File: src/rtl/spi_burst_pkg.sv
package spi_burst_pkg;
    // register word indices
    localparam int RIDX_RXD   = 0;
    localparam int RIDX_TXD   = 1;
    localparam int RIDX_CTRL  = 2;
    localparam int RIDX_IEN   = 3;
    localparam int RIDX_ISTA  = 4;
    localparam int RIDX_BURST = 8;
    localparam int RIDX_XMIT  = 9;
    localparam int RIDX_FSTA  = 10;

    // control bit positions
    localparam int CB_EN   = 0;
    localparam int CB_MST  = 1;
    localparam int CB_CPHA = 2;
    localparam int CB_CPOL = 3;
    localparam int CB_LSB  = 4 + 2;
    localparam int CB_TRST = 8;
    localparam int CB_RRST = 9;
    localparam int CB_GO   = 10;
    localparam int CB_DROP = 15;

    localparam int IB_DONE = 16;

    typedef enum logic [2:0] {
        S_IDLE,
        S_FETCH,
        S_LEAD,
        S_TRAIL,
        S_FINISH
    } xfer_state_e;

    function automatic logic [7:0] rev8(input logic [7:0] b);
        logic [7:0] r;
        for (int i = 0; i < 8; i++) r[i] = b[7-i];
        return r;
    endfunction
endpackage

File: src/rtl/sbe_byte_fifo.sv
module sbe_byte_fifo #(
    parameter int DEPTH = 64,
    parameter int WIDTH = 8,
    localparam int AW = $clog2(DEPTH),
    localparam int LW = AW + 1
) (
    input  logic             clk,
    input  logic             rst_n,
    input  logic             flush,
    input  logic             push,
    input  logic [WIDTH-1:0] din,
    input  logic             pop,
    output logic [WIDTH-1:0] head,
    output logic [LW-1:0]    level,
    output logic             empty
);
    logic [WIDTH-1:0] mem [DEPTH];
    logic [AW-1:0]    wp, rp;
    logic [LW-1:0]    cnt;
    logic             full;

    assign full  = (cnt == LW'(DEPTH));
    assign empty = (cnt == '0);
    assign level = cnt;
    assign head  = mem[rp];

    wire do_push = push && !full;
    wire do_pop  = pop && !empty;

    always_ff @(posedge clk or negedge rst_n) begin
        if (!rst_n) begin
            wp  <= '0;
            rp  <= '0;
            cnt <= '0;
        end else if (flush) begin
            wp  <= '0;
            rp  <= '0;
            cnt <= '0;
        end else begin
            if (do_push) wp <= wp + 1'b1;
            if (do_pop)  rp <= rp + 1'b1;
            cnt <= cnt + LW'(do_push) - LW'(do_pop);
        end
    end

    always_ff @(posedge clk) begin
        if (do_push && !flush) mem[wp] <= din;
    end

    AST_FIFO_BOUND: assert property (@(posedge clk) disable iff (!rst_n)
        cnt <= LW'(DEPTH));
    AST_FIFO_FULL_HOLD: assert property (@(posedge clk) disable iff (!rst_n)
        (full && push && !pop && !flush) |=> full);
    AST_FIFO_FLUSH: assert property (@(posedge clk) disable iff (!rst_n)
        flush |=> (cnt == '0));
endmodule

File: src/rtl/sbe_shifter.sv
module sbe_shifter
    import spi_burst_pkg::*;
#(
    parameter int CNT_W = 24
) (
    input  logic             clk,
    input  logic             rst_n,
    input  logic             go,
    input  logic             cpol,
    input  logic             cpha,
    input  logic             lsb_first,
    input  logic             drop_rx,
    input  logic             half_tick,
    input  logic [CNT_W-1:0] burst_cnt,
    input  logic [CNT_W-1:0] xmit_cnt,
    input  logic [7:0]       tx_head,
    input  logic             tx_empty,
    input  logic             miso,
    output logic             tx_pop,
    output logic             rx_push,
    output logic [7:0]       rx_byte,
    output logic             done,
    output logic             sclk,
    output logic             mosi
);
    xfer_state_e      state, state_nx;
    logic [CNT_W-1:0] idx;
    logic [2:0]       bit_cnt;
    logic [7:0]       tx_sr, rx_sr;
    logic             sclk_act;

    logic       from_fifo, last_edge, tick_lead, tick_trail;
    logic [7:0] fetched, rx_next, rx_word;

    assign from_fifo  = (idx < xmit_cnt) && !tx_empty;
    assign fetched    = from_fifo ? tx_head : 8'h00;
    assign rx_next    = {rx_sr[6:0], miso};
    assign tick_lead  = (state == S_LEAD)  && half_tick;
    assign tick_trail = (state == S_TRAIL) && half_tick;
    assign last_edge  = tick_trail && (bit_cnt == 3'd7);
    assign rx_word    = cpha ? rx_next : rx_sr;

    // next-state logic
    always_comb begin
        state_nx = state;
        unique case (state)
            S_IDLE:   if (go) state_nx = (burst_cnt == '0) ? S_FINISH : S_FETCH;
            S_FETCH:  state_nx = S_LEAD;
            S_LEAD:   if (half_tick) state_nx = S_TRAIL;
            S_TRAIL:  if (half_tick) begin
                          if (bit_cnt != 3'd7)                    state_nx = S_LEAD;
                          else if (idx == burst_cnt - CNT_W'(1))  state_nx = S_FINISH;
                          else                                    state_nx = S_FETCH;
                      end
            S_FINISH: state_nx = S_IDLE;
            default:  state_nx = S_IDLE;
        endcase
    end

    // state register
    always_ff @(posedge clk or negedge rst_n) begin
        if (!rst_n) state <= S_IDLE;
        else        state <= state_nx;
    end

    // shift datapath
    always_ff @(posedge clk or negedge rst_n) begin
        if (!rst_n) begin
            idx      <= '0;
            bit_cnt  <= '0;
            tx_sr    <= '0;
            rx_sr    <= '0;
            sclk_act <= 1'b0;
        end else begin
            if (state == S_IDLE && go) idx <= '0;
            if (state == S_FETCH) begin
                tx_sr   <= lsb_first ? rev8(fetched) : fetched;
                bit_cnt <= '0;
            end
            if (tick_lead) begin
                sclk_act <= 1'b1;
                if (!cpha) rx_sr <= rx_next;
                if (cpha && bit_cnt != 3'd0) tx_sr <= {tx_sr[6:0], 1'b0};
            end
            if (tick_trail) begin
                sclk_act <= 1'b0;
                if (cpha) rx_sr <= rx_next;
                if (!cpha && bit_cnt != 3'd7) tx_sr <= {tx_sr[6:0], 1'b0};
                bit_cnt <= bit_cnt + 3'd1;
                if (bit_cnt == 3'd7) idx <= idx + CNT_W'(1);
            end
        end
    end

    // outputs
    always_comb begin
        tx_pop  = (state == S_FETCH) && from_fifo;
        rx_push = last_edge && !drop_rx;
        rx_byte = lsb_first ? rev8(rx_word) : rx_word;
        done    = (state == S_FINISH);
        sclk    = cpol ^ sclk_act;
        mosi    = tx_sr[7];
    end

    AST_IDLE_CLOCK_REST: assert property (@(posedge clk) disable iff (!rst_n)
        (state == S_IDLE) |-> !sclk_act);
    AST_BYTE_LIMIT: assert property (@(posedge clk) disable iff (!rst_n)
        (state == S_FETCH || state == S_LEAD || state == S_TRAIL) |-> (idx < burst_cnt));
    AST_EDGE_PAIRING: assert property (@(posedge clk) disable iff (!rst_n)
        (state == S_LEAD) |-> !sclk_act);
endmodule

File: src/rtl/spi_burst_engine.sv
module spi_burst_engine
    import spi_burst_pkg::*;
#(
    parameter int ADDR_W     = 4,
    parameter int FIFO_DEPTH = 64,
    parameter int CNT_W      = 24,
    localparam int LW        = $clog2(FIFO_DEPTH) + 1
) (
    input  logic              clk,
    input  logic              rst_n,
    input  logic [ADDR_W-1:0] bus_addr,
    input  logic              bus_wr,
    input  logic              bus_rd,
    input  logic [31:0]       bus_wdata,
    output logic [31:0]       bus_rdata,
    input  logic              half_tick,
    input  logic              miso,
    output logic              sclk,
    output logic              mosi,
    output logic              irq
);
    logic ctrl_en, ctrl_mst, ctrl_cpha, ctrl_cpol, ctrl_lsb;
    logic ctrl_trst, ctrl_rrst, ctrl_go, ctrl_drop;
    logic ien_done, sta_done;
    logic [CNT_W-1:0] burst_q, xmit_q;

    logic          tx_pop, tx_empty, rx_push, rx_empty, shf_done;
    logic [7:0]    tx_head, rx_head, rx_byte;
    logic [LW-1:0] tx_lvl, rx_lvl;

    wire unused_wdata_hi = ^bus_wdata[31:CNT_W];

    wire sel_rxd   = (bus_addr == ADDR_W'(RIDX_RXD));
    wire sel_txd   = (bus_addr == ADDR_W'(RIDX_TXD));
    wire sel_ctrl  = (bus_addr == ADDR_W'(RIDX_CTRL));
    wire sel_ien   = (bus_addr == ADDR_W'(RIDX_IEN));
    wire sel_ista  = (bus_addr == ADDR_W'(RIDX_ISTA));
    wire sel_burst = (bus_addr == ADDR_W'(RIDX_BURST));
    wire sel_xmit  = (bus_addr == ADDR_W'(RIDX_XMIT));
    wire sel_fsta  = (bus_addr == ADDR_W'(RIDX_FSTA));

    always_ff @(posedge clk or negedge rst_n) begin
        if (!rst_n) begin
            ctrl_en   <= 1'b0;
            ctrl_mst  <= 1'b0;
            ctrl_cpha <= 1'b0;
            ctrl_cpol <= 1'b0;
            ctrl_lsb  <= 1'b0;
            ctrl_trst <= 1'b0;
            ctrl_rrst <= 1'b0;
            ctrl_go   <= 1'b0;
            ctrl_drop <= 1'b0;
            ien_done  <= 1'b0;
            sta_done  <= 1'b0;
            burst_q   <= '0;
            xmit_q    <= '0;
        end else begin
            ctrl_trst <= 1'b0;
            ctrl_rrst <= 1'b0;
            if (bus_wr && sel_ctrl) begin
                ctrl_en   <= bus_wdata[CB_EN];
                ctrl_mst  <= bus_wdata[CB_MST];
                ctrl_cpha <= bus_wdata[CB_CPHA];
                ctrl_cpol <= bus_wdata[CB_CPOL];
                ctrl_lsb  <= bus_wdata[CB_LSB];
                ctrl_trst <= bus_wdata[CB_TRST];
                ctrl_rrst <= bus_wdata[CB_RRST];
                ctrl_go   <= bus_wdata[CB_GO];
                ctrl_drop <= bus_wdata[CB_DROP];
            end
            if (shf_done) ctrl_go <= 1'b0;
            if (bus_wr && sel_ien) ien_done <= bus_wdata[IB_DONE];
            if (bus_wr && sel_ista && bus_wdata[IB_DONE]) sta_done <= 1'b0;
            if (shf_done) sta_done <= 1'b1;
            if (bus_wr && sel_burst) burst_q <= bus_wdata[CNT_W-1:0];
            if (bus_wr && sel_xmit)  xmit_q  <= bus_wdata[CNT_W-1:0];
        end
    end

    assign irq = sta_done && ien_done;

    sbe_byte_fifo #(.DEPTH(FIFO_DEPTH), .WIDTH(8)) i_tx_fifo (
        .clk(clk), .rst_n(rst_n), .flush(ctrl_trst),
        .push(bus_wr && sel_txd), .din(bus_wdata[7:0]),
        .pop(tx_pop), .head(tx_head), .level(tx_lvl), .empty(tx_empty)
    );

    sbe_byte_fifo #(.DEPTH(FIFO_DEPTH), .WIDTH(8)) i_rx_fifo (
        .clk(clk), .rst_n(rst_n), .flush(ctrl_rrst),
        .push(rx_push), .din(rx_byte),
        .pop(bus_rd && sel_rxd), .head(rx_head), .level(rx_lvl), .empty(rx_empty)
    );

    sbe_shifter #(.CNT_W(CNT_W)) i_shifter (
        .clk(clk), .rst_n(rst_n),
        .go(ctrl_go && ctrl_en && ctrl_mst),
        .cpol(ctrl_cpol), .cpha(ctrl_cpha), .lsb_first(ctrl_lsb), .drop_rx(ctrl_drop),
        .half_tick(half_tick), .burst_cnt(burst_q), .xmit_cnt(xmit_q),
        .tx_head(tx_head), .tx_empty(tx_empty), .miso(miso),
        .tx_pop(tx_pop), .rx_push(rx_push), .rx_byte(rx_byte), .done(shf_done),
        .sclk(sclk), .mosi(mosi)
    );

    always_comb begin
        bus_rdata = '0;
        if (sel_rxd) begin
            bus_rdata = rx_empty ? 32'd0 : {24'd0, rx_head};
        end else if (sel_ctrl) begin
            bus_rdata[CB_EN]   = ctrl_en;
            bus_rdata[CB_MST]  = ctrl_mst;
            bus_rdata[CB_CPHA] = ctrl_cpha;
            bus_rdata[CB_CPOL] = ctrl_cpol;
            bus_rdata[CB_LSB]  = ctrl_lsb;
            bus_rdata[CB_TRST] = ctrl_trst;
            bus_rdata[CB_RRST] = ctrl_rrst;
            bus_rdata[CB_GO]   = ctrl_go;
            bus_rdata[CB_DROP] = ctrl_drop;
        end else if (sel_ien) begin
            bus_rdata[IB_DONE] = ien_done;
        end else if (sel_ista) begin
            bus_rdata[IB_DONE] = sta_done;
        end else if (sel_burst) begin
            bus_rdata = 32'(burst_q);
        end else if (sel_xmit) begin
            bus_rdata = 32'(xmit_q);
        end else if (sel_fsta) begin
            bus_rdata = (32'(tx_lvl) << 16) | 32'(rx_lvl);
        end
    end

    AST_GO_SELF_CLEAR: assert property (@(posedge clk) disable iff (!rst_n)
        shf_done |=> !ctrl_go);
    AST_DONE_FLAGGED: assert property (@(posedge clk) disable iff (!rst_n)
        shf_done |=> sta_done);
    AST_DROP_KEEPS_RX: assert property (@(posedge clk) disable iff (!rst_n)
        (ctrl_drop && !(bus_rd && sel_rxd) && !ctrl_rrst) |=> (rx_lvl == $past(rx_lvl)));
endmodule

File: config.mk
export PLATFORM = sky130hd
export DESIGN_NAME = spi_burst_engine
export DESIGN_NICKNAME = d
export VERILOG_FILES = /design/src/rtl/spi_burst_pkg.sv /design/src/rtl/sbe_byte_fifo.sv /design/src/rtl/sbe_shifter.sv /design/src/rtl/spi_burst_engine.sv
export SDC_FILE = /design/constraint.sdc
export NUM_CORES = 1
export LEC_CHECK = 0
export BUFFER_PORTS_ARGS = -buffer_cell sky130_fd_sc_hd__buf_4
export CAP_MARGIN = 20
export CORE_ASPECT_RATIO = 1.25
export CORE_MARGIN = 2
export CORE_UTILIZATION = 35
export CTS_CLUSTER_SIZE = 10
export DETAILED_ROUTE_END_ITERATION = 8
export HOLD_SLACK_MARGIN = 0.02
export PLACE_DENSITY = 0.56
export SLEW_MARGIN = 5
export SYNTH_ARGS = -nofsm -noshare
export SYNTH_HDL_FRONTEND = slang
export SYNTH_HIERARCHICAL = 1
export SYNTH_SLANG_ARGS = --single-unit
export TNS_END_PERCENT = 100
File: constraint.sdc
create_clock -name clk -period 5.53 [get_ports clk]
set_input_delay 1.659 -clock clk [delete_from_list [all_inputs] [get_ports clk]]
set_output_delay 1.659 -clock clk [all_outputs]
set_load 0.03 [all_outputs]
==> metrics.cfg, run 1 <==
[cells_and_area]
nNetsFinal=3224
n_fill_cell=12600
fin_util=0.407
ff_latch_area_um2=34400
area_growth_pct=15.2
multiInputGateArea_um2=13600
drive_above_1_share=0.217
fin_area_um2=56600
diodes=0

[setup_path]
critPathKind=reg2out
cp_cell_sequence=buf_4 -> buf_12 -> mux4_2 -> mux2i_1 -> o21ai_0 -> a32o_1 -> a221o_1 -> buf_4
cp-endpoint=bus_rdata[6]
critPathMostFrequentCell=buf_4
rr_startpoint=i_shifter/idx[5]
cpMaxStageDelayCell=dfrtp_4
critPathLaunchType=flop
r2r_cells=20
reg2reg_slack_ns=0.75
max_stage_delay_ns=0.58
crit_fanout=28
critPathArrivalTime_ns=3.84
r2r-end=i_tx_fifo/level[6]
cp_data_required_time_ns=3.87
cp-end-kind=output pin
crit_start=i_rx_fifo/rp[0]

[clock_network]
cts.sinks=1168
cts_hold_buf=0
clkTransAtPathRegs_ns=0.06
cts-root-buf=clkbuf_16
clk_latency_ns=0.75
cts_max_level=4
clk_path_buf_depth=3
cts_buffers=139
cts_tree=yes

[sta]
setup_viol=0
fin_hold_ws_ns=0.497
timing.fmax_mhz=182
slew_headroom=0.300
hold_violations=0
fin_ws_ns=0.0261
min_period_ns=5.50
rsz0062_at_grt=yes
tightest_slew_ns=1.05
skew_ns=0.0168
final_max_slew_viol_count=0
post-route-period-util=0.995

[floorplan]
die-height_um=423
dieArea_um2=143000
core-area_um2=139000
ioPinCount=77
initial_core_util=0.353
rows=153
fp.dieW_um=339

[placed_design]
placed_cell_area_um2=52400
place_congestion=0.827
portBuffers=60
dp_hpwl_um=76800
post-place-ws_ns=0.347

[global_routing]
grt_usage=0.167
grt_pass1_wl_um=179000
antenna_found_initial=1
grt_max_degree=80
overflow=0
grt_pass1_vias=27200

[yosys]
synth.area.top_cells=edfxtp_1, mux4_2, dfrtp_1
synth_top_area_frac=0.626
synthCells=2906
yosysWarnings=6
synth_top_cells_by_count=edfxtp_1, mux2i_1, nor2_1
ys.flop_type=edfxtp_1
synth_edf_count=1024
seq_area_frac_synth=0.700
synthesis.area_um2=49100
synth_cell_type_count=83
async_flop_share=0.123
synth_seq_cells=1168
synth.avg_cell_area_um2=16.9
synth_area_leader_cell=edfxtp_1
yosysMostFrequentCell=edfxtp_1

[routing]
viasPerCell=5.24
wirelength_um=121000
drtIter0Drc=2073
vias=26500
wl_per_cell_um=23.8
drcViolationCount=0
drt_pass1_iterations=7
final_antenna_net_count=0

[power_and_ir_drop]
power.share.combinational=0.245
irDropWorstVdd_v=0.000338
switching_share=0.299
cellPowerDensity_nw_per_um2=457
pwr-share-seq=0.435
pwr-share-clk=0.320
leakagePower_nw=19.1
p_int_mw=18.1
p_sw_mw=7.74

[outcome]
status=finished, final reports clean

[run]
cap_viol_max_count=0

[min_path]
hp-class=reg2reg

[through the flow]
stage                     setup TNS, ns  power, mW  instances
after global placement                0       17.7       4846
after global routing            -0.0105       27.0       5062
after detailed placement              0       17.8       4846
final                                 0       25.9       5062
after floorplan                       0       15.6       2913
after CTS                             0       26.2       5061
[sequential cells by signal (all words and copies together), names as in the netlist, 3 cells and up]
name               count
i_shifter/state        3
i_rx_fifo/wp           6
i_rx_fifo/mem        512
i_shifter/tx_sr        8
i_tx_fifo/level        7
i_shifter/rx_sr        8
i_tx_fifo/wp           6
i_tx_fifo/rp           6
i_tx_fifo/mem        512
i_rx_fifo/level        7
i_shifter/idx         24
i_rx_fifo/rp           6
i_shifter/bit_cnt      3
burst_q               24
xmit_q                24
[metal layers]
metal / vias to the layer above / track usage / part of all wire
li1: 11900 / - / -
met1: 13700 / 0.207 / 0.41
met2: 680 / 0.293 / 0.52
met3: 206 / 0.0287 / 0.044
met4: 2 / 0.0584 / 0.032
met5: - / 0 / 0.00011
[area by class of cell]
class                      count  area share
multi-input combinational   1511       0.241
clock buffer                 191      0.0668
tap                         1860      0.0411
timing repair buffer         248      0.0352
clock inverter                22     0.00491
inverter                      62     0.00411
sequential                  1168       0.607
[worst min path at each step]
stage,start,to,slack (ns),depth (start not counted)
3_5_place_dp,i_shifter/tx_sr[4],i_shifter/tx_sr[5],0.49,2
5_1_grt,i_shifter/sclk_act,i_shifter/sclk_act,0.52,1
3_3_place_gp,i_shifter/tx_sr[0],i_shifter/tx_sr[1],0.48,2
2_1_floorplan,i_shifter/tx_sr[0],i_shifter/tx_sr[1],0.46,2
4_1_cts,i_shifter/sclk_act,i_shifter/sclk_act,0.50,1
6_report,i_shifter/sclk_act,i_shifter/sclk_act,0.50,1
[critical path, delay by kind of cell (launching register included)]
kind            cells  cell delay [ns]
compound gates      3             1.04
buf+inv             3             0.62
flops               1             0.58
mux                 2             0.85
[power by group through the flow]
stage	combinational, mW	sequential, mW	clock (mW)
2_1_floorplan	4.51	11.1	0
3_3_place_gp	6.27	11.4	0
3_5_place_dp	6.34	11.4	0
4_1_cts	6.41	11.3	8.48
5_1_grt	6.82	11.3	8.83
6_report	6.33	11.3	8.28
[kinds of logic (layout without fill, tap and decap cells)]
logic type,after synthesis,after routing,share of synthesized area
AOI/OAI and AO/OA,406,406,0.0584
xor gates and xnor gates,60,60,0.0107
adders and majority gates,52,52,0.0136
buffers and inverters,234,523,0.0255
DFF,1168,1168,0.700
muxes,481,481,0.141
other,1,8,0.0000764
and+or+nand+nor,504,504,0.0510
[timing repair]
| item | CTS | global route |
|---|---|---|
| cloned | 0 | 1 |
| endpoints found under the hold margin | 0 | 0 |
| gates resized for setup | 10 | 6 |
| setup endpoints to repair | 6 | 5 |
| pin swaps | 0 | 0 |
| setup buffers | 2 | 0 |
[cell usage in the layout (no fill, tap or decap), types with 50 or more instances in the layout]
master,instances
mux2_2,71
nand2_1,86
a21oi_1,58
a221oi_1,51
inv_1,60
clkbuf_16,143
mux4_2,162
edfxtp_1,1024
dfrtp_1,140
ha_1,50
o21ai_0,58
nor2_1,198
mux2i_1,243
buf_4,237
Note: power is estimated with default switching activity, not from simulation.
==> inputs of run 2 (changes only) <==
--- a/config.mk
+++ b/config.mk
@@ -7,13 +7,15 @@
 export LEC_CHECK = 0
 export BUFFER_PORTS_ARGS = -buffer_cell sky130_fd_sc_hd__buf_4
 export CAP_MARGIN = 20
+export CELL_PAD_IN_SITES_DETAIL_PLACEMENT = 1
+export CELL_PAD_IN_SITES_GLOBAL_PLACEMENT = 1
 export CORE_ASPECT_RATIO = 1.25
 export CORE_MARGIN = 2
 export CORE_UTILIZATION = 35
 export CTS_CLUSTER_SIZE = 10
 export DETAILED_ROUTE_END_ITERATION = 8
 export HOLD_SLACK_MARGIN = 0.02
-export PLACE_DENSITY = 0.56
+export PLACE_DENSITY = 0.62
 export SLEW_MARGIN = 5
 export SYNTH_ARGS = -nofsm -noshare
 export SYNTH_HDL_FRONTEND = slang
==> constraint.sdc (replaced) <==
create_clock -name clk -period 5.53 [get_ports clk]
set_input_delay 1.659 -clock clk [delete_from_list [all_inputs] [get_ports clk]]
set_output_delay 1.659 -clock clk [all_outputs]
set_load 0.05 [all_outputs]
==> metrics.cfg, run 2 (synthesis gave the netlist of run 1 again) <==
[outcome]
status=finished, final reports clean  ; unchanged

[routing]
wl_per_cell_um=25.2  ; was 23.8 µm
drt_pass1_iterations=5  ; was 7
vias=26700  ; was 26.5k
drcViolationCount=0  ; unchanged
wirelength_um=128000  ; was 121,000 µm
viasPerCell=5.28  ; was 5.24
drtIter0Drc=1823  ; was 2,073
final_antenna_net_count=0  ; unchanged

[floorplan]
fp.dieW_um=339  ; unchanged
die-height_um=423  ; unchanged
core-area_um2=139000  ; unchanged
initial_core_util=0.353  ; unchanged
rows=153  ; unchanged
dieArea_um2=143000  ; unchanged
ioPinCount=77  ; unchanged

[placed_design]
portBuffers=60  ; unchanged
placed_cell_area_um2=52500  ; was 52,400 µm²
place_congestion=0.792  ; was 0.827
post-place-ws_ns=0.515  ; was 0.347 ns
dp_hpwl_um=82400  ; was 76,800 µm

[setup_path]
cp_data_required_time_ns=3.87  ; about the same
critPathKind=reg2out  ; unchanged
critPathLaunchType=flop  ; unchanged
critPathArrivalTime_ns=3.77  ; was 3.84 ns
cp-end-kind=output pin  ; unchanged
crit_fanout=27  ; was 28

[sta]
min_period_ns=5.43  ; was 5.50 ns
slew_headroom=0.249  ; was 0.300
fin_ws_ns=0.0972  ; was 0.0261 ns
post-route-period-util=0.982  ; was 0.995
tightest_slew_ns=1.12  ; was 1.05 ns
hold_violations=0  ; unchanged
setup_viol=0  ; unchanged
final_max_slew_viol_count=0  ; unchanged
skew_ns=0.0265  ; was 0.0168 ns
timing.fmax_mhz=184  ; was 182 MHz
rsz0062_at_grt=no  ; was yes

[global_routing]
overflow=0  ; unchanged
grt_pass1_wl_um=190000  ; was 179,000 µm
grt_usage=0.179  ; was 0.167
met2_usage=0.311  ; was 0.293
busiest_layer=met2  ; unchanged
antenna_found_initial=2  ; was 1
met1_usage=0.220  ; was 0.207
use_met3=0.0317  ; was 0.0287
grt_max_degree=84  ; was 80
grt_pass1_vias=28500  ; was 27.2k

[power_and_ir_drop]
power.share.combinational=0.249  ; was 0.245
p_int_mw=18.1  ; about the same
leakagePower_nw=19.2  ; was 19.1 nW
pwr-share-seq=0.429  ; was 0.435
cellPowerDensity_nw_per_um2=460  ; was 457 nW/µm²
p_sw_mw=7.94  ; was 7.74 mW
irDropWorstVdd_v=0.000427  ; was 0.000338 V
switching_share=0.304  ; was 0.299
pwr-share-clk=0.322  ; was 0.320

[cells_and_area]
nNetsFinal=3230  ; was 3,224
area_growth_pct=15.5  ; was 15.2%
ff_latch_area_um2=34400  ; unchanged
fin_area_um2=56700  ; was 56,600 µm²
mostFrequentLayoutCells=edfxtp_1, buf_4, mux2i_1  ; was edfxtp_1, mux2i_1, buf_4
top_regs=i_rx_fifo/mem (512), i_tx_fifo/mem (512)  ; unchanged
multiInputGateArea_um2=13600  ; about the same
n_fill_cell=13800  ; was 12.6k
diodes=0  ; unchanged
drive_above_1_share=0.218  ; was 0.217
layout_commonest_cell=edfxtp_1  ; unchanged

[clock_network]
cts_buffers=138  ; was 139
cts_tree=yes  ; unchanged
cts.sinks=1168  ; unchanged
cts-root-buf=clkbuf_16  ; unchanged
clkTransAtPathRegs_ns=0.05  ; was 0.06 ns
clk_path_buf_depth=3  ; unchanged
cts_max_level=4  ; unchanged
clk_latency_ns=0.76  ; was 0.75 ns
cts_hold_buf=0  ; unchanged

[run]
cap_viol_max_count=0  ; unchanged

[min_path]
hp-class=reg2reg  ; unchanged

[run 2: changes by cell type in the layout (fill, tap and decap cells not counted), moves of 3 or more]
cell,change
buf_4,+7
clkinv_16,+7
a211oi_1,-4
a211oi_2,+4
clkbuf_1,+4
clkbuf_8,-4
clkbuf_16,-3
clkinv_2,-3
clkinv_8,-3
inv_16,-3
[run 2: through the flow]
step	cells	utilization	TNS [ns]	total power, mW	hold slack, ns
3_5_place_dp	4854	0.377	0	17.9	0.489
4_1_cts	5066	0.407	-0.0103	26.4	0.502
3_3_place_gp	4854	0.377	0	17.8	0.484
5_1_grt	5066	0.407	0	27.2	0.527
6_report	5066	0.407	0	26.1	0.492
2_1_floorplan	2913	-	0	15.7	0.461
[run 2: final timing paths]
check / from / end / slack [ns] / depth (start not counted)
setup / recovery: i_rx_fifo/rp[0] / bus_rdata[0] / 0.1 / 8
hold / removal: i_shifter/tx_sr[6] / i_shifter/tx_sr[7] / 0.49 / 2
setup reg to reg: i_shifter/idx[8] / i_tx_fifo/level[6] / 0.84 / 20
hold reg to reg: i_shifter/tx_sr[6] / i_shifter/tx_sr[7] / 0.49 / 2
max in group asynchronous: rst_n / i_tx_fifo/level[2] / 3.53 / 2
min in group asynchronous: rst_n / i_rx_fifo/level[5] / 0.97 / 1
[run 2: power by group through the flow]
stage / Combinational [mW] / Sequential, mW / Clock (mW)
after CTS: 6.64 / 11.2 / 8.60
after floorplan: 4.54 / 11.1 / 0
after global routing: 7.02 / 11.3 / 8.92
final: 6.49 / 11.2 / 8.39
after detailed placement: 6.55 / 11.4 / 0
after global placement: 6.41 / 11.4 / 0
[run 2: final cells by class]
class	count	share of cell area
clock buffers	189	0.0650
flip-flops and latches	1168	0.606
well taps	1860	0.0410
inverters	62	0.00410
clock inverters	21	0.00750
repair buffers	255	0.0359
multi-input cells	1511	0.240
[run 2: routing by layer]
metal  share of wire  up-vias  wire length (µm)
li1                -    11900                 -
met1            0.41    14000             52100
met2            0.51      563             65100
met3           0.047      217              6070
met4           0.036        4              4590
met5         0.00022        -                28
[run 2: repair_timing]
item,4_1_cts,5_1_grt
pin swaps,0,0
buffers inserted,2,0
setup endpoints to repair,5,2
gates resized for setup,15,4
[run 2: critical path, cell delays in order, from the launching register on]
cell	delay (ns)
dfrtp_4	0.47
buf_4	0.14
buf_12	0.22
mux4_2	0.53
a211oi_1	0.62
a221oi_2	0.15
a21o_1	0.25
a221o_1	0.40
buf_4	0.22
